<file path="src/rtl/serial_frac_mult.sv">
module serial_frac_mult #(
  parameter int W = 20
) (
  input  logic         clk,
  input  logic         rst_n,
  input  logic         start,
  input  logic [W-1:0] mcand,
  input  logic [W-1:0] mplier,
  output logic         busy,
  output logic         done,
  output logic [W-1:0] prod_hi,
  output logic [W-1:0] prod_lo
);

  localparam int STEPS = 2 * W + 1;
  localparam int CW = $clog2(STEPS + 1);
  localparam logic [CW-1:0] ALIGN = CW'(2 * W);
  localparam logic [CW-1:0] SIGN_ADD = CW'(2 * W - 2);

  logic [W:0]    acc;
  logic [W-1:0]  mq;
  logic [W-1:0]  md;
  logic [CW-1:0] cnt;
  logic          busy_q, done_q;

  wire [W:0] md_x   = {md[W-1], md};
  wire [W:0] addend = (cnt == SIGN_ADD) ? (~md_x + 1'b1) : md_x;
  wire [W:0] sum    = acc + (mq[0] ? addend : '0);

  always_ff @(posedge clk) begin
    if (!rst_n) begin
      acc    <= '0;
      mq     <= '0;
      md     <= '0;
      cnt    <= '0;
      busy_q <= 1'b0;
      done_q <= 1'b0;
    end else begin
      done_q <= 1'b0;
      if (!busy_q) begin
        if (start) begin
          md     <= mcand;
          mq     <= mplier;
          acc    <= '0;
          cnt    <= '0;
          busy_q <= 1'b1;
        end
      end else begin
        cnt <= cnt + 1'b1;
        if (cnt == ALIGN) begin
          {acc, mq} <= {acc[W-1:0], mq, 1'b0};
          busy_q    <= 1'b0;
          done_q    <= 1'b1;
        end else if (!cnt[0]) begin
          acc <= sum;
        end else begin
          {acc, mq} <= {acc[W], acc, mq[W-1:1]};
        end
      end
    end
  end

  assign busy    = busy_q;
  assign done    = done_q;
  assign prod_hi = acc[W-1:0];
  assign prod_lo = mq;

  a_r2_start_busy: assert property (@(posedge clk) disable iff (!rst_n)
    (start && !busy_q) |=> busy_q);

  a_r3_done_single: assert property (@(posedge clk) disable iff (!rst_n)
    done_q |=> !done_q);

  a_r3_fall_done: assert property (@(posedge clk) disable iff (!rst_n)
    $fell(busy_q) |-> done_q);

  a_r3_cnt_range: assert property (@(posedge clk) disable iff (!rst_n)
    busy_q |-> (cnt <= ALIGN));

  a_r7_md_locked: assert property (@(posedge clk) disable iff (!rst_n)
    (busy_q && $past(busy_q)) |-> $stable(md));

  a_r8_hold: assert property (@(posedge clk) disable iff (!rst_n)
    (!busy_q && $past(!busy_q)) |-> ($stable(prod_hi) && $stable(prod_lo)));

endmodule

</file>
<file path="config.mk">
export PLATFORM = sky130hd
export DESIGN_NAME = serial_frac_mult
export DESIGN_NICKNAME = d
export VERILOG_FILES = /design/src/rtl/serial_frac_mult.sv
export SDC_FILE = /design/constraint.sdc
export NUM_CORES = 1
export LEC_CHECK = 0
export ABC_AREA = 1
export BUFFER_PORTS_ARGS = -buffer_cell sky130_fd_sc_hd__clkbuf_2
export CORE_MARGIN = 2
export CORE_UTILIZATION = 45
export DETAILED_ROUTE_END_ITERATION = 12
export PLACE_DENSITY = 0.66
export SETUP_SLACK_MARGIN = 0.1
export SYNTH_ARGS = -nofsm -noshare
export SYNTH_HDL_FRONTEND = slang
export SYNTH_SLANG_ARGS = --single-unit
</file>
<file path="constraint.sdc">
create_clock -name clk -period 3.9 [get_ports clk]
set_input_delay 0.195 -clock clk [delete_from_list [all_inputs] [get_ports clk]]
set_output_delay 0.195 -clock clk [all_outputs]
set_load 0.1 [all_outputs]
</file>
Word-level counts from Yosys, hierarchy flattened

Cells that the tools add are included.

Muxes and demuxes: 16
Reduce and logical (&&, ||, !) cells: 5
Bitwise logic cells: 2
Equality and inequality tests: 4
Add/subtract/negate cells: 3

Operator list:

| operator                                                        | count |
|---|---|
| 21-bit 2-to-1 mux                                               | 6 |
| 20-bit 2-to-1 mux                                               | 4 |
| 21-bit by 1-bit adder with 21-bit output, second input constant | 1 |
| 21-bit adder                                                    | 1 |
| 21-bit NOT                                                      | 1 |
| 6-bit equality test, second input constant                      | 2 |
| 6-bit 2-to-1 mux                                                | 2 |
| 2-bit AND reduction                                             | 4 |
| 6-bit by 1-bit adder with 6-bit output, second input constant   | 1 |
| 3-bit by 2-bit != test with 1-bit output, second input constant | 2 |
| 1-bit 2-to-1 mux                                                | 4 |
| 2-bit nonzero test                                              | 1 |
| 1-bit NOT                                                       | 1 |

Output and inout bits: 42
Input port bits: 43
Bits in registers: 69
Word-level logic and storage cells: 37

Depth between registers and ports, before layout

Gate-level depths: netlist of run 1.

Depth in word-level cells: 8
Mapped depth: 25
Gate-level depth less buffers: 25

Worst setup path after synthesis of run 1

OpenSTA, ideal clock, no wires.

Path type: reg2reg
From: reg cnt[0]
To: reg acc[20]
Library setup time: 0.113 ns
Required time: 3.787 ns
Path buffers: 2
Slack: 0.854 ns
Period minus slack after synthesis: 3.046 ns
Stages on the path, launching flop included: 22
Data arrival time: 2.933 ns
Cells stage by stage: dfxtp_1 > clkinv_1 > clkbuf_1 > ha_1 > nand3_1 > nor2_4 > buf_2 > o21ai_0 > o21ai_0 > a21oi_1 > ha_1 > inv_1 > nor3_1 > nand2_1 > nor3_1 > nor2_1 > inv_1 > nand2_1 > nand3_1 > nand2_1 > nand2_1 > nand2_1

Cells in the longest elaborated chain, start to end: 7
Elaborated cells between the ends (all ways): 10
Those cells by class: add/sub: 1; eq/ne: 3; mux: 5; reduce/logical: 1

RTL lines:

| element                | line | text |
|---|---|---|
| from (decl)            | 23   | `logic [CW-1:0] cnt;` |
| from (signal assigned) | 49   | `cnt <= cnt + 1'b1;` |
| 6-bit equality test    | 27   | `wire [W:0] addend = (cnt == SIGN_ADD) ? (~md_x + 1'b1) : md_x;` |
| 21-bit 2-to-1 mux      | 27   |  |
| 21-bit 2-to-1 mux      | 28   | `wire [W:0] sum = acc + (mq[0] ? addend : '0);` |
| 21-bit adder           | 28   |  |
| 21-bit 2-to-1 mux      | 54   | `end else if (!cnt[0]) begin` |
| 21-bit 2-to-1 mux      | 50   | `if (cnt == ALIGN) begin` |
| 21-bit 2-to-1 mux      | 40   | `if (!busy_q) begin` |
| to (signal assigned)   | 51   | `{acc, mq} <= {acc[W-1:0], mq, 1'b0};` |
| to (signal assigned)   | 55   | `acc <= sum;` |
| to (signal assigned)   | 57   | `{acc, mq} <= {acc[W], acc, mq[W-1:1]};` |
| to (decl)              | 20   | `logic [W:0] acc;` |

Parallel ways exist; a longest one is shown, timed or not. The select of a mux whose other input is x is not followed.
A chain may end at the register's enable or synchronous reset.

Worst setup path after layout of run 1

From: reg cnt[1]
To: reg acc[18]

Cells in the longest elaborated chain, start to end: 7
Elaborated cells between the ends (all ways): 8
Those cells by class: add/sub: 1; eq/ne: 2; mux: 5

RTL lines:

| element               | line |
|---|---|
| 6-bit equality test   | 27 |
| 21-bit 2-to-1 mux     | 27 |
| 21-bit 2-to-1 mux     | 28 |
| 21-bit adder          | 28 |
| 21-bit 2-to-1 mux     | 54 |
| 21-bit 2-to-1 mux (*) | 50 |
| 21-bit 2-to-1 mux (*) | 40 |

Every way passes the cells marked *; elsewhere a longest branch is shown, timed or not. The select of a mux whose other input is x is not followed.

==> results_dict.tcl, run 1 <==
set metrics [dict create \
    status "complete, no violations" \
    yosysWarnings 0 \
    seqPwrFrac 0.384 \
    synth_fp_nets 872 \
    critPathKind "reg2reg" \
    ys_top_cells_by_area "dfxtp_1 (27%), nand2_1 (14%), a21oi_1 (9.3%), o21ai_0 (6.8%), ha_1 (5.9%)" \
    start_kind "register" \
    worstSkewPairLatency_ns 0.34 \
    cellInternalPower_mw 1.35 \
    area_growth_pct 11.9 \
    period_minus_slack_ns 3.30 \
    avgViaCountPerCell 5.53 \
    vias 5501 \
    grt.total_usage 0.270 \
    initialDrtViolationCount 449 \
    cp.arrival_ns 3.55 \
    worst-path-max-fanout 18 \
    synth_edf_count 0 \
    hold_start "mplier[1]" \
    syn_inst 804 \
    rrSetupSlack_ns 0.60 \
    synth_flop_cell "dfxtp_1" \
    yosysTopAreaCellShare 0.271 \
    skew_ns 0.00617 \
    synth_seq_cells 69 \
    relSlewSlack 0.379 \
    cp.required_ns 4.15 \
    wirelength_um 15500 \
    power.clock.fraction 0.385 \
    dieArea_um2 12200 \
    use_met2 0.430 \
    avgRoutedWirePerCell_um 15.6 \
    fmaxAchievable_mhz 303 \
    drive_gt1_frac 0.138 \
    dpl-instance-area_um2 5410 \
    htreeDepth 3 \
    syn_avg_cell_area_um2 6.33 \
    rr_startpoint "cnt[1]" \
    place_congestion 0.980 \
    synth_top_cell_by_area "dfxtp_1" \
    post_cts.repair.setup_buffers 0 \
    grt_pass1_vias 5022 \
    drv_slew 0 \
    cts_tree "yes" \
    dp_hpwl_um 11300 \
    grt_most_used_layer "met2" \
    core_um2 10900 \
    p_leak_nw 2.68 \
    syn_area_um2 5090 \
    clock-root-buffer "clkbuf_16" \
    fp.dieW_um 110 \
    clock_sinks 69 \
    slowest_delay_ns 0.40 \
    hp-class "in2reg" \
    r2r-end "acc[18]" \
    numCtsBuffers 9 \
    grt_max_degree 45 \
    portBuffers 84 \
    row_count 38 \
    final_common_cell "nand2_1" \
    p_per_area_nw_per_um2 368 \
    die_y_um 110 \
    antenna_found_initial 0 \
    crit_path_end_kind "register" \
    setup_viol_count_final 0 \
    cp-startpoint "cnt[1]" \
    path_cells "ha_1 -> nand3_1 -> nor2_4 -> inv_1 -> nor2_1 -> o21ai_0 -> a21oi_1 -> ha_1 -> nand2_1 -> inv_1 -> a21oi_1 -> nand3_1 -> nand2_1 -> nand2_1 -> nand2_1 -> nand3_1 -> nand2_1 -> nand2_1 -> a21oi_1" \
    final_cell_mix "nand2_1 (195), a21oi_1 (95), clkbuf_2 (84), nor2_1 (79), inv_1 (74)" \
    cts.hold.buffers_added 0 \
    grt.met3_usage 0.0511 \
    drc 0 \
    timing.final.crit_share 0.847 \
    antennaDiodeCount 0 \
    combPwrFrac 0.232 \
    min_path_cells 3 \
    seq_area_frac_synth 0.271 \
    clk_pin_slew_ns 0.06 \
    tns_ns 0 \
    ioPinCount 85 \
    synth_cell_type_count 41 \
    grt_pass1_wl_um 25400 \
    tightest_slew_ns 0.925 \
    swShare 0.354 \
    firstDrtPassIters 5 \
    hold_viol 0 \
    fin_area_um2 5700 \
    hold_path_end "prod_lo[1]" \
    met1_usage 0.371 \
    cts_resized 0 \
    rsz0062_at_grt "false" \
    cp_common_cell "nand2_1" \
    rr_worst_depth 19 \
    async_reset_ff_frac 0 \
    cts_buffer_depth 2 \
    fin_nets 918 \
    start_util 0.465 \
    maxCapViolations 0 \
    fin_ws_ns 0.597 \
    gr-total-overflow 0 \
    slowest_stage "dfxtp_1" \
    pre_cts_ws_ns 0.700 \
    ir_drop_v 0.000294 \
    ant_nets 0 \
    p_switching_mw 0.742 \
]
sequential cells by signal (all words and copies together), names as in the netlist:
| signal | cells |
|---|---|
| md | 20 |
| acc | 21 |
| done | 1 |
| busy | 1 |
| prod_lo | 20 |
| cnt | 6 |
final cells by class:
class / instances / area (um2)
repair buffers: 89 / 458
clock inverters: 4 / 48.8
well taps: 140 / 175
flip-flops and latches: 69 / 1380
multi-input cells: 602 / 3100
inverters: 79 / 297
fillers: 1156 / 5240
clock buffers: 12 / 236
metrics by stage:
stage,cells,utilization,hold slack [ns],power [mW]
6_report,995,0.521,0.104,2.10
2_1_floorplan,804,-,0.333,1.20
3_5_place_dp,979,0.495,0.453,1.30
3_3_place_gp,979,0.495,0.444,1.29
4_1_cts,995,0.521,0.0997,2.10
5_1_grt,995,0.521,0.116,2.19
worst max-delay path, delay by kind of cell (launching register included):
kind	cells	cell delay [ns]
and+or+nand+nor	11	1.41
AOI/OAI and AO/OA	4	0.68
adders and majority gates	2	0.47
DFF	1	0.40
buffers and inverters	2	0.26
cells by family (layout without fill, tap and decap cells):
group           Yosys count  in the layout  synth area share
simple gates            342            342             0.283
compound gates          228            228             0.252
buf+inv                 133            184             0.119
flops                    69             69             0.271
fa+ha+maj                25             25            0.0629
xor+xnor                  7              7            0.0120
worst max path at each step:
stage / depth (start not counted) / to
finish: 19 / acc[18]
global route: 19 / acc[18]
CTS: 19 / acc[18]
detailed placement: 19 / acc[18]
global placement: 18 / acc[16]
floorplan: 21 / acc[20]
layer usage:
layer	share of wire	wire, um
met5	0	0
met1	0.46	7200
met3	0.050	779
met4	0.018	279
met2	0.47	7280
synth_stat cells, types with 2 or more instances:
master    instances
nand3_1          40
nor2_4            3
o21bai_1          4
inv_2             3
a31oi_1          22
o21ai_1           2
nor3_1            8
ha_1             24
buf_2            11
xor2_1            3
nor2_1           79
o211ai_1          5
a211oi_1          2
a22oi_1          19
dfxtp_1          69
nand2_1         195
nand2_2           2
nand3_2           2
clkinv_1          2
clkbuf_1         18
nand3b_1          3
a21oi_1          95
and2_1            2
buf_4            25
nand4_1           4
o21ai_0          69
nor2_2            2
xnor2_1           4
inv_1            74
a21o_1            2
power by group through the flow:
stage          logic [mW]  clock network (mW)  registers (mW)
2_1_floorplan       0.241                   0           0.955
3_3_place_gp        0.477                   0           0.815
3_5_place_dp        0.484                   0           0.816
4_1_cts             0.486               0.817           0.802
5_1_grt             0.528               0.851           0.810
6_report            0.486               0.806           0.804
Note: power is estimated with default switching activity, not from simulation.
==> run 2: changes to the inputs <==
- PLACE_DENSITY: 0.66 -> 0.69
- clock period: 3.9 -> 3 ns (I/O delays scaled with it)
==> run 2 against run 1 <==
Effect of this change:
- sequential power rose by 29%
- design area rose by 11%
- via count rose by 1.1%
- count of clock-buffer cells in the layout fell by 3
- combinational power rose by 41%
- setup slack got worse by 0.51 ns
- critical path depth fell by 1
- cell count rose by 3.0%
- sequential share of layout area fell by 2.3 points
- wire length fell by 5.7%
- critical endpoint is now acc[12]
==> results_dict.tcl, run 2 (synthesis results as in run 1) <==
set metrics [dict create \
    critPathKind "reg2reg" \
    p_leak_nw 2.88 \
    rr_worst_depth 18 \
    slowest_delay_ns 0.37 \
    grt_max_degree 44 \
    fill_cells 1083 \
    p_per_area_nw_per_um2 427 \
    numCtsBuffers 9 \
    grt.total_usage 0.237 \
    cp_common_cell "nand2_1" \
    drive_gt1_frac 0.262 \
    gr-total-overflow 0 \
    hp-class "in2reg" \
    cts.hold.buffers_added 0 \
    die_y_um 110 \
    worst-path-max-fanout 5 \
    place_congestion 0.957 \
    final_common_cell "nand2_1" \
    avgViaCountPerCell 5.43 \
    htreeDepth 3 \
    rrSetupSlack_ns 0.09 \
    area_growth_pct 24.1 \
    endpoint "acc[12]" \
    start_util 0.465 \
    initialDrtViolationCount 333 \
    hold_viol 0 \
    tightest_slew_ns 0.804 \
    core_um2 10900 \
    cp.depth 18 \
    largest_reg_flops 21 \
    wirelength_um 14700 \
    dpl-instance-area_um2 5530 \
    cp.required_ns 3.22 \
    cp.arrival_ns 3.14 \
    post-route-util 0.577 \
    firstDrtPassIters 5 \
    start_kind "register" \
    fp.dieW_um 110 \
    ant_nets 0 \
    dieArea_um2 12200 \
    timing.final.crit_share 0.971 \
    drv_slew 0 \
    clock-root-buffer "clkbuf_16" \
    setup_viol_count_final 0 \
    period_minus_slack_ns 2.91 \
    cts_buffer_depth 2 \
    vias 5564 \
    relSlewSlack 0.463 \
    antennaDiodeCount 0 \
    path_cells "nor2_1 -> nand2_4 -> nor2_4 -> nand3_1 -> nand2_1 -> o21ai_0 -> a21oi_1 -> ha_1 -> nand2_1 -> inv_1 -> nand2_1 -> and2_1 -> nand2_1 -> nor3_1 -> nor2_1 -> nand2_1 -> a21o_1 -> a21oi_1" \
    dp_hpwl_um 10300 \
    ioPinCount 85 \
    clk_pin_slew_ns 0.06 \
    fin_nets 948 \
    avgRoutedWirePerCell_um 14.3 \
    top_register "acc" \
    multi_input_area_um2 3460 \
    r2r-end "acc[12]" \
    clock_sinks 69 \
    rsz0062_at_grt "true" \
    skew_ns 0.00434 \
    worstSkewPairLatency_ns 0.34 \
    maxCapViolations 0 \
    register_area_um2 1390 \
    crit_family "simple AND/OR/NAND/NOR gates" \
    cts_tree "yes" \
    portBuffers 84 \
    tns_ns 0 \
    cp-startpoint "md[2]" \
    grt_pass1_wl_um 22600 \
    fmaxAchievable_mhz 343 \
    status "complete, no violations" \
    ir_drop_v 0.000302 \
    row_count 38 \
    rr_startpoint "md[2]" \
    worst-path-buf-inv 1 \
    final_cell_mix "nand2_1 (181), clkbuf_2 (84), a21oi_1 (82), inv_1 (67), dfxtp_1 (66)" \
    fin_area_um2 6310 \
    antenna_found_initial 0 \
    slowest_stage "dfxtp_1" \
    grt_pass1_vias 4863 \
    p_total_mw 2.70 \
    crit_path_end_kind "register" \
    drc 0 \
]
run 2: cell count changes in the layout (fill, tap and decap cells not counted), moves of 8 or more:
cell	before	now
ha_1	24	14
nand3_1	40	31
nand2_1	195	181
nor2_2	2	13
a21oi_1	95	82
o21ai_0	69	61
nor2_1	79	63
nand3_2	2	11
a21oi_2	0	12
nand2_2	2	14
buf_4	5	30
run 2: worst reg2reg max path, cell delays in order (launching register included):
cell     delay, ns
dfxtp_1       0.37
nor2_1        0.23
nand2_4       0.11
nor2_4        0.14
nand3_1       0.10
nand2_1       0.08
o21ai_0       0.07
a21oi_1       0.28
ha_1          0.35
nand2_1       0.20
inv_1         0.07
nand2_1       0.08
and2_1        0.12
nand2_1       0.07
nor3_1        0.14
nor2_1        0.06
nand2_1       0.09
a21o_1        0.17
a21oi_1       0.07
run 2: report_power, final:
group	internal, mW	total (mW)	switching, mW
Sequential	0.975	1.04	0.0681
Clock	0.554	0.966	0.412
Combinational	0.179	0.687	0.508
Total	1.71	2.70	0.989
run 2: stage by stage:
stage	hold slack, ns	cells	setup WS (ns)
floorplan	0.288	804	0.105
global placement	0.406	993	0.0992
detailed placement	0.406	993	0.0550
CTS	0.0490	1009	0.108
global route	0.0598	1025	-0.101
finish	0.0560	1025	0.0855
run 2: worst min path at each step:
stage                from          end  slack [ns]  cells after the start
2_1_floorplan       rst_n   prod_lo[0]        0.29                      2
5_1_grt        mplier[10]  prod_lo[10]        0.06                      3
4_1_cts         mplier[5]   prod_lo[5]        0.05                      3
3_5_place_dp    mplier[5]   prod_lo[5]        0.41                      3
6_report       mplier[15]  prod_lo[15]        0.06                      3
3_3_place_gp    mplier[3]   prod_lo[3]        0.41                      3
run 2: area by class of cell:
cell class / instances / area share
inverters: 79 / 0.0474
flip-flops and latches: 69 / 0.219
clock buffers: 9 / 0.0357
clock inverters: 7 / 0.00674
well taps: 140 / 0.0277
multi-input cells: 602 / 0.548
repair buffers: 119 / 0.115
run 2: repair_timing:
action | 4_1_cts | 5_1_grt
pin swaps | 0 | 31
buffers inserted | 0 | 15
hold endpoints to repair | 0 | 0
cloned | 0 | 1
gates resized for setup | 4 | 102
endpoints found under the setup margin | 1 | 15
run 2: layer usage:
metal / track usage / vias up / routed length (um)
li1: - / 2827 / -
met1: 0.296 / 2545 / 6460
met2: 0.404 / 157 / 7020
met3: 0.0400 / 35 / 730
met4: 0.0982 / 0 / 447
met5: 0 / - / 0
==> run 3: changes to the inputs <==
- PLACE_DENSITY: 0.69 -> 0.66
- SETUP_SLACK_MARGIN: 0.1 -> 0.4
- clock period: 3 -> 3.45 ns (I/O delays scaled with it)
==> run 3 against run 2 <==
Effect of this change:
- utilization shrank 2.6 points
- die area unchanged
- fmax decreased by 2.8%
- flip-flop and latch count did not move
- register-to-register slack improved by 0.37 ns
- critical path depth increased by 3
- clock power decreased by 6.3%
- largest power group unchanged
==> results_dict.tcl, run 3 (synthesis results as in run 1) <==
set metrics [dict create \
    status "complete, no violations" \
    cp.arrival_ns 3.28 \
    p_per_area_nw_per_um2 396 \
    cts_tree "yes" \
    core_um2 10900 \
    hp-class "in2reg" \
    period_minus_slack_ns 3.00 \
    row_count 38 \
    avgRoutedWirePerCell_um 15.0 \
    grt_pass1_wl_um 23700 \
    rsz0062_at_grt "false" \
    top_register "acc" \
    grt.total_usage 0.249 \
    p_total_mw 2.39 \
    cp-startpoint "md[2]" \
    pre_cts_ws_ns 0.522 \
    rr_startpoint "md[2]" \
    fin_nets 930 \
    tightest_slew_ns 1.01 \
    met1_usage 0.329 \
    tns_ns 0 \
    maxCapViolations 0 \
    htreeDepth 3 \
    start_util 0.465 \
    cp_common_cell "nand2_2" \
    clock-root-buffer "clkbuf_16" \
    start_kind "register" \
    gr-total-overflow 0 \
    ant_nets 0 \
    slowest_stage "dfxtp_4" \
    use_met2 0.404 \
    die_y_um 110 \
    r2r-end "acc[19]" \
    rrSetupSlack_ns 0.45 \
    antennaDiodeCount 0 \
    drv_slew 0 \
    place_congestion 0.973 \
    portBuffers 84 \
    firstDrtPassIters 5 \
    grt_most_used_layer "met2" \
    drc 0 \
    avgViaCountPerCell 5.53 \
    p_leak_nw 2.75 \
    skew_ns 0.00974 \
    setup_viol_count_final 0 \
    grt.met3_usage 0.0494 \
    wirelength_um 15100 \
    fill_cells 1150 \
    drive_gt1_frac 0.221 \
    critPathKind "reg2reg" \
    cp.required_ns 3.73 \
    path_cells "nor3_4 -> nand3_2 -> nor2_2 -> nand3_2 -> nor2_4 -> nand2_2 -> nand2_2 -> o21ai_0 -> a21oi_1 -> ha_1 -> nand2_2 -> inv_2 -> nand2_2 -> a21oi_1 -> nor2_1 -> nand3_1 -> nand2_1 -> nand3_1 -> nand2_2 -> nand2_2 -> a21oi_2" \
    area_growth_pct 18.5 \
    grt_pass1_vias 4987 \
    initialDrtViolationCount 414 \
    clk_pin_slew_ns 0.06 \
    relSlewSlack 0.323 \
    fmaxAchievable_mhz 334 \
    fin_ws_ns 0.452 \
    ioPinCount 85 \
    numCtsBuffers 9 \
    dieArea_um2 12200 \
    fp.dieW_um 110 \
    ir_drop_v 0.000332 \
    clock_sinks 69 \
    endpoint "acc[19]" \
    worstSkewPairLatency_ns 0.34 \
    hold_viol 0 \
    timing.final.crit_share 0.869 \
    cts_buffer_depth 2 \
    grt_max_degree 45 \
    slowest_delay_ns 0.36 \
    rr_worst_depth 21 \
    largest_reg_flops 21 \
    final_common_cell "nand2_1" \
    crit_path_end_kind "register" \
    antenna_found_initial 0 \
    vias 5570 \
    dp_hpwl_um 10700 \
    final_cell_mix "nand2_1 (182), clkbuf_2 (84), a21oi_1 (83), inv_1 (71), nor2_1 (68)" \
    worst-path-max-fanout 5 \
    cts.hold.buffers_added 0 \
]
## run 3: worst min-delay path by stage
stage / from / to / slack [ns] / cells past startpoint
global route: mplier[10] / prod_lo[10] / 0.09 / 3
CTS: mplier[3] / prod_lo[3] / 0.07 / 3
global placement: mcand[19] / md[19] / 0.42 / 3
floorplan: rst_n / prod_lo[0] / 0.31 / 2
finish: mplier[3] / prod_lo[3] / 0.08 / 3
detailed placement: mcand[19] / md[19] / 0.44 / 3
## run 3: metal layers
layer / wire [um] / vias to the layer above
met5: 0 / -
met4: 377 / 0
met3: 895 / 28
met2: 7060 / 202
met1: 6730 / 2542
li1: - / 2798
## run 3: worst max-delay path, delay by kind of cell (launching register included)
family | cells | cell delay (ns)
fa+ha+maj | 1 | 0.36
flops | 1 | 0.36
buf+inv | 1 | 0.06
compound gates | 4 | 0.47
simple gates | 15 | 1.69
## run 3: final cells by class
cell class	instances	area (um2)	share of cell area
inverter	79	297	0.0492
timing repair buffer	101	552	0.0915
clock buffer	10	229	0.0380
multi-input combinational	602	3320	0.551
tap	140	175	0.0291
sequential	69	1390	0.230
clock inverter	6	63.8	0.0106
## run 3: power by group
part	total (mW)	switching, mW	internal [mW]
clock network	0.905	0.347	0.557
logic	0.577	0.435	0.143
registers	0.908	0.0600	0.848
total	2.39	0.842	1.55
## run 3: what timing repair did
item                       CTS  global route
setup buffers                0             6
setup endpoints to repair    0            12
resized for setup            0            73
## run 3: metrics by stage
step / std cells / cell area [um2] / hold WS, ns / utilization
3_5_place_dp: 985 / 5460 / 0.436 / 0.499
6_report: 1007 / 6030 / 0.0831 / 0.551
2_1_floorplan: 804 / 5090 / 0.311 / -
5_1_grt: 1007 / 6030 / 0.0900 / 0.551
3_3_place_gp: 985 / 5460 / 0.424 / 0.499
4_1_cts: 1001 / 5750 / 0.0726 / 0.526
